$ cat config.mk
export PLATFORM = sky130hd
export DESIGN_NAME = cart_irq_ctrl
export DESIGN_NICKNAME = d
export VERILOG_FILES = /design/src/rtl/cirq_pkg.sv /design/src/rtl/cirq_decode.sv /design/src/rtl/cirq_cycle_timer.sv /design/src/rtl/cirq_raster_timer.sv /design/src/rtl/cirq_status.sv /design/src/rtl/cart_irq_ctrl.sv
export SDC_FILE = /design/constraint.sdc
export NUM_CORES = 1
export LEC_CHECK = 0
export BUFFER_PORTS_ARGS = -buffer_cell sky130_fd_sc_hd__buf_2
export CAP_MARGIN = 20
export CORE_AREA = 2 2 73 75
export CTS_CLUSTER_SIZE = 8
export DETAILED_ROUTE_END_ITERATION = 10
export DIE_AREA = 0 0 75 77
export PLACE_DENSITY = 0.73
export SKIP_CTS_REPAIR_TIMING = 1
export SYNTH_ARGS = -nofsm -noshare
export SYNTH_HDL_FRONTEND = slang
export SYNTH_SLANG_ARGS = --single-unit
export TNS_END_PERCENT = 30
$ cat constraint.sdc
create_clock -name clk -period 4.69 [get_ports clk]
set_clock_uncertainty 0.15 [all_clocks]
set_input_delay 1.407 -clock clk [delete_from_list [all_inputs] [get_ports clk]]
set_output_delay 1.407 -clock clk [all_outputs]
set_load 0.01 [all_outputs]
$ cat src/rtl/cirq_pkg.sv
package cirq_pkg;

   localparam int NUM_SRC  = 4;
   localparam int SRC_LINE = 0;
   localparam int SRC_CYC  = 1;
   localparam int SRC_RX   = 2;
   localparam int SRC_TX   = 3;

   typedef struct packed {
      logic mask_wr;
      logic ack_wr;
      logic sync_wr;
      logic cyc_lo_wr;
      logic cyc_hi_wr;
      logic line_wr;
      logic stat_rd;
   } cirq_sel_t;

endpackage

$ cat src/rtl/cirq_decode.sv
module cirq_decode
   import cirq_pkg::*;
#(
   parameter int ADDR_W   = 4,
   parameter int OFS_MASK = 0,
   parameter int OFS_ACK  = 1,
   parameter int OFS_SYNC = 2,
   parameter int OFS_CLO  = 3,
   parameter int OFS_CHI  = 4,
   parameter int OFS_LINE = 5
) (
   input  logic              cs,
   input  logic              we,
   input  logic [ADDR_W-1:0] addr,
   output cirq_sel_t         sel
);

   localparam logic [ADDR_W-1:0] A_MASK = ADDR_W'(OFS_MASK);
   localparam logic [ADDR_W-1:0] A_ACK  = ADDR_W'(OFS_ACK);
   localparam logic [ADDR_W-1:0] A_SYNC = ADDR_W'(OFS_SYNC);
   localparam logic [ADDR_W-1:0] A_CLO  = ADDR_W'(OFS_CLO);
   localparam logic [ADDR_W-1:0] A_CHI  = ADDR_W'(OFS_CHI);
   localparam logic [ADDR_W-1:0] A_LINE = ADDR_W'(OFS_LINE);

   logic wr, rd;

   always_comb begin
      wr            = cs & we;
      rd            = cs & ~we;
      sel.mask_wr   = wr && (addr == A_MASK);
      sel.ack_wr    = wr && (addr == A_ACK);
      sel.sync_wr   = wr && (addr == A_SYNC);
      sel.cyc_lo_wr = wr && (addr == A_CLO);
      sel.cyc_hi_wr = wr && (addr == A_CHI);
      sel.line_wr   = wr && (addr == A_LINE);
      sel.stat_rd   = rd && (addr == A_MASK);
   end

endmodule

$ cat src/rtl/cirq_cycle_timer.sv
module cirq_cycle_timer #(
   parameter int DATA_W = 8,
   localparam int CNT_W = 2 * DATA_W
) (
   input  logic              clk,
   input  logic              rst,
   input  logic              ce,
   input  logic              lo_wr,
   input  logic              hi_wr,
   input  logic [DATA_W-1:0] wdata,
   output logic [CNT_W-1:0]  cnt_o,
   output logic              evt_o
);

   localparam logic [CNT_W-1:0] ONE = CNT_W'(1);

   logic [DATA_W-1:0] lo_q;
   logic [CNT_W-1:0]  cnt_q;

   always_ff @(posedge clk) begin
      if (rst) begin
         lo_q  <= '0;
         cnt_q <= '0;
      end else begin
         if (lo_wr)
            lo_q <= wdata;
         if (hi_wr)
            cnt_q <= {wdata, lo_q};
         else if (ce && cnt_q != '0)
            cnt_q <= cnt_q - ONE;
      end
   end

   assign evt_o = ce && (cnt_q == ONE) && !hi_wr;
   assign cnt_o = cnt_q;

endmodule

$ cat src/rtl/cirq_raster_timer.sv
module cirq_raster_timer #(
   parameter int LINE_W = 8
) (
   input  logic              clk,
   input  logic              rst,
   input  logic              tick,
   input  logic              vblank,
   input  logic              sync_wr,
   input  logic              load_wr,
   input  logic [LINE_W-1:0] wdata,
   output logic [LINE_W-1:0] cnt_o,
   output logic [LINE_W-1:0] reload_o,
   output logic              locked_o,
   output logic              evt_o
);

   localparam logic [LINE_W-1:0] ONE = LINE_W'(1);

   logic [LINE_W-1:0] cnt_q, reload_q;
   logic              locked_q;
   logic              restart;

   assign restart = locked_q && vblank;

   always_ff @(posedge clk) begin
      if (rst) begin
         cnt_q    <= '0;
         reload_q <= '0;
         locked_q <= 1'b0;
      end else begin
         locked_q <= locked_q | sync_wr;
         if (load_wr) begin
            reload_q <= wdata;
            cnt_q    <= wdata;
         end else if (restart) begin
            cnt_q <= reload_q;
         end else if (tick && cnt_q != '0) begin
            cnt_q <= (cnt_q == ONE) ? reload_q : cnt_q - ONE;
         end
      end
   end

   assign evt_o    = tick && (cnt_q == ONE) && !load_wr && !restart;
   assign cnt_o    = cnt_q;
   assign reload_o = reload_q;
   assign locked_o = locked_q;

endmodule

$ cat src/rtl/cirq_status.sv
module cirq_status #(
   parameter int NSRC = 4
) (
   input  logic            clk,
   input  logic            rst,
   input  logic            mask_wr,
   input  logic [NSRC-1:0] mask_d,
   input  logic            ack_wr,
   input  logic [NSRC-1:0] evt,
   output logic [NSRC-1:0] en_o,
   output logic [NSRC-1:0] stat_o
);

   logic [NSRC-1:0] en_q;

   always_ff @(posedge clk) begin
      if (rst)
         en_q <= '0;
      else if (mask_wr)
         en_q <= mask_d;
   end

   for (genvar k = 0; k < NSRC; k++) begin : g_src
      logic flag_q;
      always_ff @(posedge clk) begin
         if (rst)
            flag_q <= 1'b0;
         else if (evt[k] && en_q[k])
            flag_q <= 1'b1;
         else if (ack_wr)
            flag_q <= 1'b0;
      end
      assign stat_o[k] = flag_q;
   end

   assign en_o = en_q;

endmodule

$ cat src/rtl/cart_irq_ctrl.sv
module cart_irq_ctrl
   import cirq_pkg::*;
#(
   parameter int ADDR_W   = 4,
   parameter int DATA_W   = 8,
   parameter int LINE_W   = 8,
   parameter int OFS_MASK = 0,
   parameter int OFS_ACK  = 1,
   parameter int OFS_SYNC = 2,
   parameter int OFS_CLO  = 3,
   parameter int OFS_CHI  = 4,
   parameter int OFS_LINE = 5
) (
   input  logic              clk,
   input  logic              rst,
   input  logic              bus_cs,
   input  logic              bus_we,
   input  logic [ADDR_W-1:0] bus_addr,
   input  logic [DATA_W-1:0] bus_wdata,
   output logic [DATA_W-1:0] bus_rdata,
   input  logic              cpu_ce,
   input  logic              line_tick,
   input  logic              vblank,
   input  logic              rx_done,
   input  logic              tx_done,
   output logic              irq_n
);

   localparam int CNT_W = 2 * DATA_W;
   localparam int WIN   = 1 << ADDR_W;

   if (DATA_W < NUM_SRC) begin : g_bad_data
      $error("DATA_W must hold all status bits");
   end
   if (LINE_W > DATA_W) begin : g_bad_line
      $error("LINE_W must fit one bus write");
   end
   if (OFS_CHI != OFS_CLO + 1) begin : g_bad_pair
      $error("cycle high byte must sit right after the low byte");
   end
   if (OFS_MASK >= WIN || OFS_ACK >= WIN || OFS_SYNC >= WIN ||
       OFS_CLO >= WIN || OFS_CHI >= WIN || OFS_LINE >= WIN) begin : g_bad_ofs
      $error("register offset outside the window");
   end
   if (OFS_MASK == OFS_ACK || OFS_MASK == OFS_SYNC || OFS_MASK == OFS_CLO ||
       OFS_MASK == OFS_CHI || OFS_MASK == OFS_LINE || OFS_ACK == OFS_SYNC ||
       OFS_ACK == OFS_CLO || OFS_ACK == OFS_CHI || OFS_ACK == OFS_LINE ||
       OFS_SYNC == OFS_CLO || OFS_SYNC == OFS_CHI || OFS_SYNC == OFS_LINE ||
       OFS_CHI == OFS_LINE || OFS_CLO == OFS_LINE) begin : g_bad_dup
      $error("register offsets must be distinct");
   end

   cirq_sel_t          sel;
   logic [CNT_W-1:0]   cyc_cnt;
   logic [LINE_W-1:0]  sl_cnt, sl_reload;
   logic               sl_locked;
   logic [NUM_SRC-1:0] evt, en_q, stat_q;

   cirq_decode #(
      .ADDR_W(ADDR_W), .OFS_MASK(OFS_MASK), .OFS_ACK(OFS_ACK),
      .OFS_SYNC(OFS_SYNC), .OFS_CLO(OFS_CLO), .OFS_CHI(OFS_CHI),
      .OFS_LINE(OFS_LINE)
   ) u_dec (
      .cs(bus_cs), .we(bus_we), .addr(bus_addr), .sel(sel)
   );

   cirq_cycle_timer #(.DATA_W(DATA_W)) u_cyc (
      .clk(clk), .rst(rst), .ce(cpu_ce),
      .lo_wr(sel.cyc_lo_wr), .hi_wr(sel.cyc_hi_wr), .wdata(bus_wdata),
      .cnt_o(cyc_cnt), .evt_o(evt[SRC_CYC])
   );

   cirq_raster_timer #(.LINE_W(LINE_W)) u_line (
      .clk(clk), .rst(rst), .tick(line_tick), .vblank(vblank),
      .sync_wr(sel.sync_wr), .load_wr(sel.line_wr),
      .wdata(bus_wdata[LINE_W-1:0]),
      .cnt_o(sl_cnt), .reload_o(sl_reload), .locked_o(sl_locked),
      .evt_o(evt[SRC_LINE])
   );

   assign evt[SRC_RX] = rx_done;
   assign evt[SRC_TX] = tx_done;

   cirq_status #(.NSRC(NUM_SRC)) u_stat (
      .clk(clk), .rst(rst),
      .mask_wr(sel.mask_wr), .mask_d(bus_wdata[NUM_SRC-1:0]),
      .ack_wr(sel.ack_wr), .evt(evt),
      .en_o(en_q), .stat_o(stat_q)
   );

   assign irq_n = ~|(stat_q & en_q);

   if (DATA_W > NUM_SRC) begin : g_rd_pad
      assign bus_rdata = sel.stat_rd ? {{(DATA_W-NUM_SRC){1'b0}}, stat_q} : '0;
   end else begin : g_rd_exact
      assign bus_rdata = sel.stat_rd ? stat_q : '0;
   end

endmodule

==> flow_summary.ini, run 1 <==
[die]
die-area_sq_mm = 0.00578
die_w_um = 75
ios = 30
die_h_um = 77
coreArea_sq_mm = 0.00498
initial_core_util_pct = 53.0
rows = 26

[logic_synthesis]
synth.yosys.warnings = 0
seq_area_frac_synth_pct = 37.2
ys_async_sr_fraction_pct = 0
syn_area_sq_mm = 0.00264
synth.distinct_cells = 55
ys_top_cells_by_count = dfxtp_1 (49), nor2_1 (38), nand2_1 (33)
synth.most_common_cell = dfxtp_1
syn_area_per_cell_sq_um = 8.34
synth.largest_area_cell = dfxtp_1
synth-edff-count = 0
ys_ff_latch = 49
synth_area_leaders = dfxtp_1 (37%), nor2_1 (5.4%), a21oi_1 (4.9%), nand2_1 (4.7%), a211oi_1 (3.4%)
synthCells = 316
dominantRegCellSynth = dfxtp_1
yosysTopAreaCellShare_pct = 37.2

[route]
dr.pass1.iters = 5
final_antenna_net_count = 0
wl_per_cell_um = 14.8
drtIter0Drc = 180
drc = 0
viasPerCell = 5.74
wirelength_um = 6010
vias = 2337

[worst_setup_path]
end_kind = primary output
critical_path_class = input pin to primary output
cpMostUsedCell = buf_2
cp_slowest_cell = or3b_2
start_kind = input pin
cp_data_arrival_time_ns = 2.66
slowest_delay_ns = 0.49
path_delay_family = simple AND/OR/NAND/NOR gates
critPathMaxFanout = 4
path_cells = buf_2, or3b_2, nor4_1, and2_1, buf_2
required_ns = 3.13
crit_buf_inv = 2

[power]
p_int_mw = 1.08
combPwrFrac_pct = 50.1
p_total_mw = 1.88
power.switching_uw = 799
leakagePower_nw = 1.11
p_clk_share_pct = 16.7
p_sw_share_pct = 42.4
pwr_density_cell_mw_per_mm2 = 650
peakVddDrop_v = 0.000250
pwr-share-seq_pct = 33.1

[finish]
fin_nets = 362
post-route-util_pct = 58.2
drive_gt1_share_pct = 14.2
n_antenna_cell = 0
final_cell_area_sq_mm = 0.00290
n_fill_cell = 477
syn2layout_area_growth_pct = 9.92

[status]
run_status = complete, no violations

[clock_tree]
clk_path_buf_depth = 2
numCtsBuffers = 5
cts_tree = built
cts_sinks = 49
cts-root-buf = clkbuf_8
clk_latency_ns = 0.30
clkTransAtPathRegs_ns = 0.09
h-tree-depth = 2

[grt]
grt_first_pass_wirelength_um = 10000
grt_pass1_vias = 2133
grt_max_degree = 51
antenna_found_initial = 0
grt_overflow = 0
grtUsageTotal_pct = 21.9

[timing]
max_freq_ghz = 0.237
fin_crit_sh_pct = 90.0
fin_crit_ns = 4.22
holdWs_ns = 0.309
rsz0062_at_grt = no
worst_slew_pin_slew_ns = 0.921
setup_tns_ns = 0
hold_viol = 0
slew_violations = 0
slew_headroom_pct = 38.6
finalSetupViolations = 0

[run]
max-cap-violations = 0

[placed_design]
dp_hpwl_um = 4150
dpl_cell_area_sq_mm = 0.00278
gp_congestion = 0.794
io_buffers = 25

[min_path]
hold_path.class = flip-flop to flip-flop
## per-layer routing
layer | part of all wire, % | GRT usage [%]
met5 | 0 | 0
met4 | 0.88 | 5.36
met3 | 3.3 | 3.94
met2 | 48 | 33.0
met1 | 48 | 31.9
## per-stage QoR
step	setup WS [ns]	instances
final	0.471	407
after global routing	0.389	407
after CTS	0.467	407
after detailed placement	0.467	399
after global placement	0.510	399
after floorplan	0.749	319
## power by group through the flow
stage | Sequential [mW] | Combinational (mW) | Clock (mW)
floorplan | 0.606 | 0.785 | 0
global placement | 0.626 | 0.911 | 0
detailed placement | 0.628 | 0.912 | 0
CTS | 0.622 | 0.929 | 0.319
global route | 0.641 | 1.04 | 0.335
finish | 0.624 | 0.944 | 0.314
## cell usage in the layout (no fill, tap or decap), types with 3 or more instances in the layout
master	n
inv_1	11
nand2_1	33
nand3_1	12
nand4_1	4
nor4_1	7
ha_1	5
xnor2_1	7
dfxtp_1	49
clkbuf_8	6
nor3_1	8
nand3b_1	3
or3_1	5
and2_1	9
a221oi_1	5
or3b_2	3
a211oi_1	12
conb_1	4
xor2_1	3
a311oi_1	4
nor2_1	38
nand2b_1	4
o32ai_1	5
a21oi_1	26
buf_2	25
mux2i_1	8
## worst register-to-register path, delay by kind of cell, from the launching register on
kind | cells | cell delay, ns
AOI/OAI and AO/OA | 2 | 0.38
xor gates and xnor gates | 1 | 0.15
adders and majority gates | 1 | 0.26
buffers and inverters | 1 | 0.07
DFF | 1 | 0.36
and+or+nand+nor | 2 | 0.79
## registers in the layout, summed over array words and instances, names as in the netlist
register and cells:
u_line.cnt_o 8, u_stat.en_o 4, u_line.reload_o 8, u_cyc.lo_q 8
u_cyc.cnt_o 16, u_stat.g_src.flag_q 4, u_line.locked_o 1
## kinds of logic (layout without fill, tap and decap cells)
family                     Yosys count  count (layout)  share of synthesized area, %
adders and majority gates            5               5                          2.37
and+or+nand+nor                    143             143                          29.5
muxes                                8               8                          3.04
xor gates and xnor gates            10              10                          3.32
DFF                                 49              49                          37.2
other                                1               4                         0.142
AOI/OAI and AO/OA                   74              74                          19.8
buffers and inverters               26              44                          4.56
## path summary, 6_finish.rpt
check | from | to | slack, ns | depth (start not counted)
worst min register to register | u_line.reload_o[7] | u_line.reload_o[7] | 0.31 | 2
worst max register to register | u_cyc.cnt_o[0] | u_cyc.cnt_o[0] | 2.43 | 7
worst min-delay path | u_line.reload_o[7] | u_line.reload_o[7] | 0.31 | 2
worst max-delay path | bus_addr[3] | bus_rdata[0] | 0.47 | 5
## area by class of cell
type                    count  area (sq um)  area share (%)
multi-input cells         244          1550            53.4
clock inverters             1          30.0            1.04
repair buffers             25           125            4.32
flip-flops and latches     49           981            33.9
well taps                  70          87.6            3.02
inverters                  11          41.3            1.42
clock buffers               7          86.3            2.98
(Power assumes the default switching activity.)
==> inputs of run 2 (changes only) <==
--- a/config.mk
+++ b/config.mk
@@ -5,12 +5,13 @@
 export SDC_FILE = /design/constraint.sdc
 export NUM_CORES = 1
 export LEC_CHECK = 0
+export ABC_AREA = 1
 export BUFFER_PORTS_ARGS = -buffer_cell sky130_fd_sc_hd__buf_2
 export CAP_MARGIN = 20
-export CORE_AREA = 2 2 73 75
-export CTS_CLUSTER_SIZE = 8
+export CORE_AREA = 2 2 77 79
+export CTS_CLUSTER_SIZE = 40
 export DETAILED_ROUTE_END_ITERATION = 10
-export DIE_AREA = 0 0 75 77
+export DIE_AREA = 0 0 79 81
 export PLACE_DENSITY = 0.73
 export SKIP_CTS_REPAIR_TIMING = 1
 export SYNTH_ARGS = -nofsm -noshare
==> constraint.sdc (replaced) <==
create_clock -name clk -period 5.29 [get_ports clk]
set_clock_uncertainty 0.15 [all_clocks]
set_input_delay 1.587 -clock clk [delete_from_list [all_inputs] [get_ports clk]]
set_output_delay 1.587 -clock clk [all_outputs]
set_load 0.01 [all_outputs]
==> flow_summary.ini, run 2 <==
[finish]
syn2layout_area_growth_pct = 7.49
final_cell_mix = nand2_1 (86), inv_1 (62), nor2_1 (53)
fin_nets = 491
largest_reg_flops = 16
drive_gt1_share_pct = 15.1
final_common_cell = nand2_1
n_antenna_cell = 0

[route]
wl_per_cell_um = 12.0
wirelength_um = 6460
viasPerCell = 5.09
vias = 2750
wl_met3_um = 216
drc = 0
final_antenna_net_count = 0
dr_wl_met2_um = 3150
dr.pass1.iters = 4
drtIter0Drc = 189
wl_met1_um = 3050
highest_layer = met4

[logic_synthesis]
seq_area_frac_synth_pct = 33.4
yosysTopAreaCellShare_pct = 33.4
ys_async_sr_fraction_pct = 0
syn_area_per_cell_sq_um = 6.62
synth.yosys.warnings = 0
dominantRegCellSynth = dfxtp_1
ys_top_cells_by_count = nand2_1 (86), inv_1 (62), nor2_1 (53)
synth_area_leaders = dfxtp_1 (33%), nand2_1 (11%), inv_1 (7.9%), a21oi_1 (7.1%), nor2_1 (6.8%)
synth.distinct_cells = 33
ys_ff_latch = 49
synth.most_common_cell = nand2_1
syn_area_sq_mm = 0.00294
synth-edff-count = 0
synth.largest_area_cell = dfxtp_1
synthCells = 444

[worst_setup_path]
end_kind = primary output
path_delay_family = simple AND/OR/NAND/NOR gates
path_cells = buf_2, nor2_2, nand4_1, nor2_1, buf_2
cp_slowest_cell = nor2_2
cpMostUsedCell = buf_2
crit_buf_inv = 2
critical_path_class = input pin to primary output
required_ns = 3.55
slowest_delay_ns = 0.20
start_kind = input pin
cp_data_arrival_time_ns = 2.36
critPathMaxFanout = 5

[clock_tree]
numCtsBuffers = 5
clkTransAtPathRegs_ns = 0.08
clk_latency_ns = 0.30
cts-root-buf = clkbuf_8
cts_sinks = 49
clk_path_buf_depth = 2
cts_tree = built
h-tree-depth = 2

[placed_design]
io_buffers = 25
dp_hpwl_um = 4850
gp_congestion = 0.876

[grt]
grt_overflow = 0
grt_pass1_vias = 2614
grt_first_pass_wirelength_um = 11600
grtUsageTotal_pct = 22.4
grt_max_degree = 29
antenna_found_initial = 0

[min_path]
hold_path.class = flip-flop to flip-flop

[run]
max-cap-violations = 0

[timing]
setup_tns_ns = 0
finalSetupViolations = 0
max_freq_ghz = 0.244
rsz0062_at_grt = no
slew_headroom_pct = 48.7
fin_crit_ns = 4.10
worst_slew_pin_slew_ns = 0.769
slew_violations = 0
fin_crit_sh_pct = 77.5
hold_viol = 0

[die]
initial_core_util_pct = 51.8
coreArea_sq_mm = 0.00568
die_h_um = 81
die_w_um = 79
ios = 30
die-area_sq_mm = 0.00640
rows = 28

[power]
leakagePower_nw = 1.42
peakVddDrop_v = 0.000231
pwr_density_cell_mw_per_mm2 = 391
p_total_mw = 1.24

[status]
run_status = complete, no violations
==> run 2: metrics by stage <==
stage | hold WS [ns] | cell area (sq um) | util (%) | instances | setup slack (ns)
floorplan | 0.270 | 2950 | - | 447 | 1.44
global placement | 0.281 | 3070 | 54.2 | 533 | 1.23
detailed placement | 0.288 | 3070 | 54.2 | 533 | 1.18
CTS | 0.301 | 3160 | 55.7 | 540 | 1.18
global route | 0.328 | 3160 | 55.7 | 540 | 1.01
finish | 0.297 | 3160 | 55.7 | 540 | 1.19
==> run 2: cell families (layout without fill, tap and decap cells) <==
kind of cell | count (synthesis) | in the layout | share of synthesized area, %
DFF | 49 | 49 | 33.4
other | 1 | 4 | 0.128
buffers and inverters | 84 | 102 | 12.2
xor gates and xnor gates | 10 | 10 | 2.98
and+or+nand+nor | 209 | 209 | 33.9
AOI/OAI and AO/OA | 86 | 86 | 15.3
adders and majority gates | 5 | 5 | 2.13
==> run 2: final timing paths <==
path	from	endpoint	slack (ns)	depth (start not counted)
max	bus_addr[3]	bus_rdata[0]	1.19	5
min	u_cyc.lo_q[4]	u_cyc.lo_q[4]	0.30	2
max reg2reg	u_cyc.cnt_o[0]	u_cyc.cnt_o[15]	3.38	11
min reg2reg	u_cyc.lo_q[4]	u_cyc.lo_q[4]	0.30	2
==> run 2: layout make-up <==
cell class,count,area [sq um]
Clock buffer,7,86.3
Sequential cell,49,981
Timing Repair Buffer,25,125
Inverter,70,263
Fill cell,570,2510
Multi-Input combinational cell,314,1610
Tap cell,75,93.8
==> run 2: worst min-delay path, stage by stage (launching register included) <==
cell and delay (ns):
dfxtp_1 0.32, inv_1 0.05, a21oi_1 0.04
==> run 2: per-layer routing <==
metal  global-route usage, %  vias up
met5                       0        -
met4                    6.72        0
met3                    4.11        6
met2                    39.3       44
met1                    28.0     1258
li1                        -     1442
==> run 2: report_power, final <==
group	total, mW	internal (mW)	switching, mW
Sequential	0.477	0.420	0.0572
Clock	0.220	0.104	0.116
Combinational	0.540	0.201	0.338
Total	1.24	0.725	0.512
==> inputs of run 3 (changes only) <==
--- a/config.mk
+++ b/config.mk
@@ -5,13 +5,13 @@
 export SDC_FILE = /design/constraint.sdc
 export NUM_CORES = 1
 export LEC_CHECK = 0
-export ABC_AREA = 1
+export ABC_AREA = 0
 export BUFFER_PORTS_ARGS = -buffer_cell sky130_fd_sc_hd__buf_2
 export CAP_MARGIN = 20
-export CORE_AREA = 2 2 77 79
+export CORE_AREA = 2 2 75 77
 export CTS_CLUSTER_SIZE = 40
 export DETAILED_ROUTE_END_ITERATION = 10
-export DIE_AREA = 0 0 79 81
+export DIE_AREA = 0 0 77 79
 export PLACE_DENSITY = 0.73
 export SKIP_CTS_REPAIR_TIMING = 1
 export SYNTH_ARGS = -nofsm -noshare
==> constraint.sdc (replaced) <==
create_clock -name clk -period 3.32 [get_ports clk]
set_clock_uncertainty 0.15 [all_clocks]
set_input_delay 0.996 -clock clk [delete_from_list [all_inputs] [get_ports clk]]
set_output_delay 0.996 -clock clk [all_outputs]
set_load 0.01 [all_outputs]
==> flow_summary.ini, run 3 (same netlist as run 1, synthesis figures left out) <==
[die]
rows = 27
ios = 30
die_w_um = 77
coreArea_sq_mm = 0.00534
die_h_um = 79
die-area_sq_mm = 0.00608
initial_core_util_pct = 49.4

[power]
p_sw_share_pct = 42.8
p_int_mw = 1.48
pwr-share-seq_pct = 34.1
p_clk_share_pct = 14.9
peakVddDrop_v = 0.000353
combPwrFrac_pct = 51.0
pwr_density_cell_mw_per_mm2 = 880
power.switching_mw = 1.10
p_total_mw = 2.58
leakagePower_nw = 1.13

[timing]
worst_slew_pin_slew_ns = 0.897
worst_slack_ns = 0.124
hold_viol = 0
finalSetupViolations = 0
slew_headroom_pct = 40.2
slew_violations = 0
rsz0062_at_grt = no
max_freq_ghz = 0.313
fin_crit_sh_pct = 96.3
fin_crit_ns = 3.20

[clock_tree]
numCtsBuffers = 5
cts_sinks = 49
clk_path_buf_depth = 2
cts_tree = built
cts-root-buf = clkbuf_8
clk_latency_ns = 0.30
clkTransAtPathRegs_ns = 0.08
h-tree-depth = 2

[min_path]
hold_path.class = flip-flop to flip-flop

[worst_setup_path]
cp_data_arrival_time_ns = 2.05
critical_path_class = input pin to primary output
required_ns = 2.17
critPathMaxFanout = 4
end_kind = primary output
start_kind = input pin

[placed_design]
gp_congestion = 0.818
io_buffers = 25
dpl_cell_area_sq_mm = 0.00281
dp_slack_ns = -0.0821
dp_hpwl_um = 4290

[route]
vias = 2366
wl_per_cell_um = 14.4
drc = 0
wirelength_um = 5930
dr.pass1.iters = 5
viasPerCell = 5.73
drtIter0Drc = 178
final_antenna_net_count = 0

[finish]
final_cell_mix = dfxtp_1 (49), nor2_1 (38), nand2_1 (33)
largest_reg_flops = 16
fin_nets = 366
drive_gt1_share_pct = 15.8
n_antenna_cell = 0
syn2layout_area_growth_pct = 11.2
final_cell_area_sq_mm = 0.00293
final_common_cell = dfxtp_1

[grt]
grt_overflow = 0
grt_max_degree = 36
grt_pass1_vias = 2133
grt_first_pass_wirelength_um = 9860
grtUsageTotal_pct = 20.0
antenna_found_initial = 0

[status]
run_status = complete, no violations

[run]
max-cap-violations = 0
run 3: cell types whose count changed in the layout (fill, tap and decap cells not counted), moves of 12 or more:
cell      previous run  this run
nand2_1             86        33
inv_1               62        11
o21ai_0             25         2
a21oi_1             42        26
nor2_1              53        38
nor2_2              17         2
a211oi_1             0        12
run 3: path summary, 6_finish.rpt:
kind                              to               start  slack (ns)  depth (start not counted)
hold / removal    u_line.reload_o[2]  u_line.reload_o[2]        0.30                          2
setup / recovery        bus_rdata[2]         bus_addr[3]        0.12                          5
setup reg to reg      u_cyc.cnt_o[0]      u_cyc.cnt_o[0]        1.11                          7
hold reg to reg   u_line.reload_o[2]  u_line.reload_o[2]        0.30                          2
run 3: power by group through the flow:
| stage | clock network (mW) | logic (mW) | registers (mW) |
|---|---|---|---|
| global route | 0.414 | 1.47 | 0.899 |
| detailed placement | 0 | 1.30 | 0.887 |
| finish | 0.385 | 1.32 | 0.879 |
| floorplan | 0 | 1.11 | 0.856 |
| CTS | 0.391 | 1.32 | 0.875 |
| global placement | 0 | 1.27 | 0.884 |
run 3: stage by stage:
stage	hold WS (ns)	util, %	instances	setup TNS, ns
3_3_place_gp	0.289	52.7	405	0
6_report	0.304	54.9	413	0
3_5_place_dp	0.293	52.7	405	-0.317
4_1_cts	0.304	54.6	413	-0.326
2_1_floorplan	0.281	-	319	0
5_1_grt	0.328	54.9	413	0
run 3: worst max-delay path, cell delays in order:
cell	delay, ns
buf_2	0.10
or3b_4	0.41
nor4_4	0.26
and2_1	0.16
buf_2	0.12
run 3: layer usage:
metal / part of all wire (%) / wire [um] / GRT usage [%]
met5: 0 / 0 / 0
met1: 48 / 2830 / 27.3
met3: 4.2 / 248 / 4.09
met4: 1.7 / 98 / 6.79
met2: 46 / 2750 / 31.6
run 3: cell type report:
type | count | area, sq um
clock inverter | 1 | 5.00
fill | 535 | 2400
sequential | 49 | 981
tap | 72 | 90.1
timing repair buffer | 29 | 155
multi-input combinational | 244 | 1560
clock buffer | 7 | 96.3
inverter | 11 | 41.3
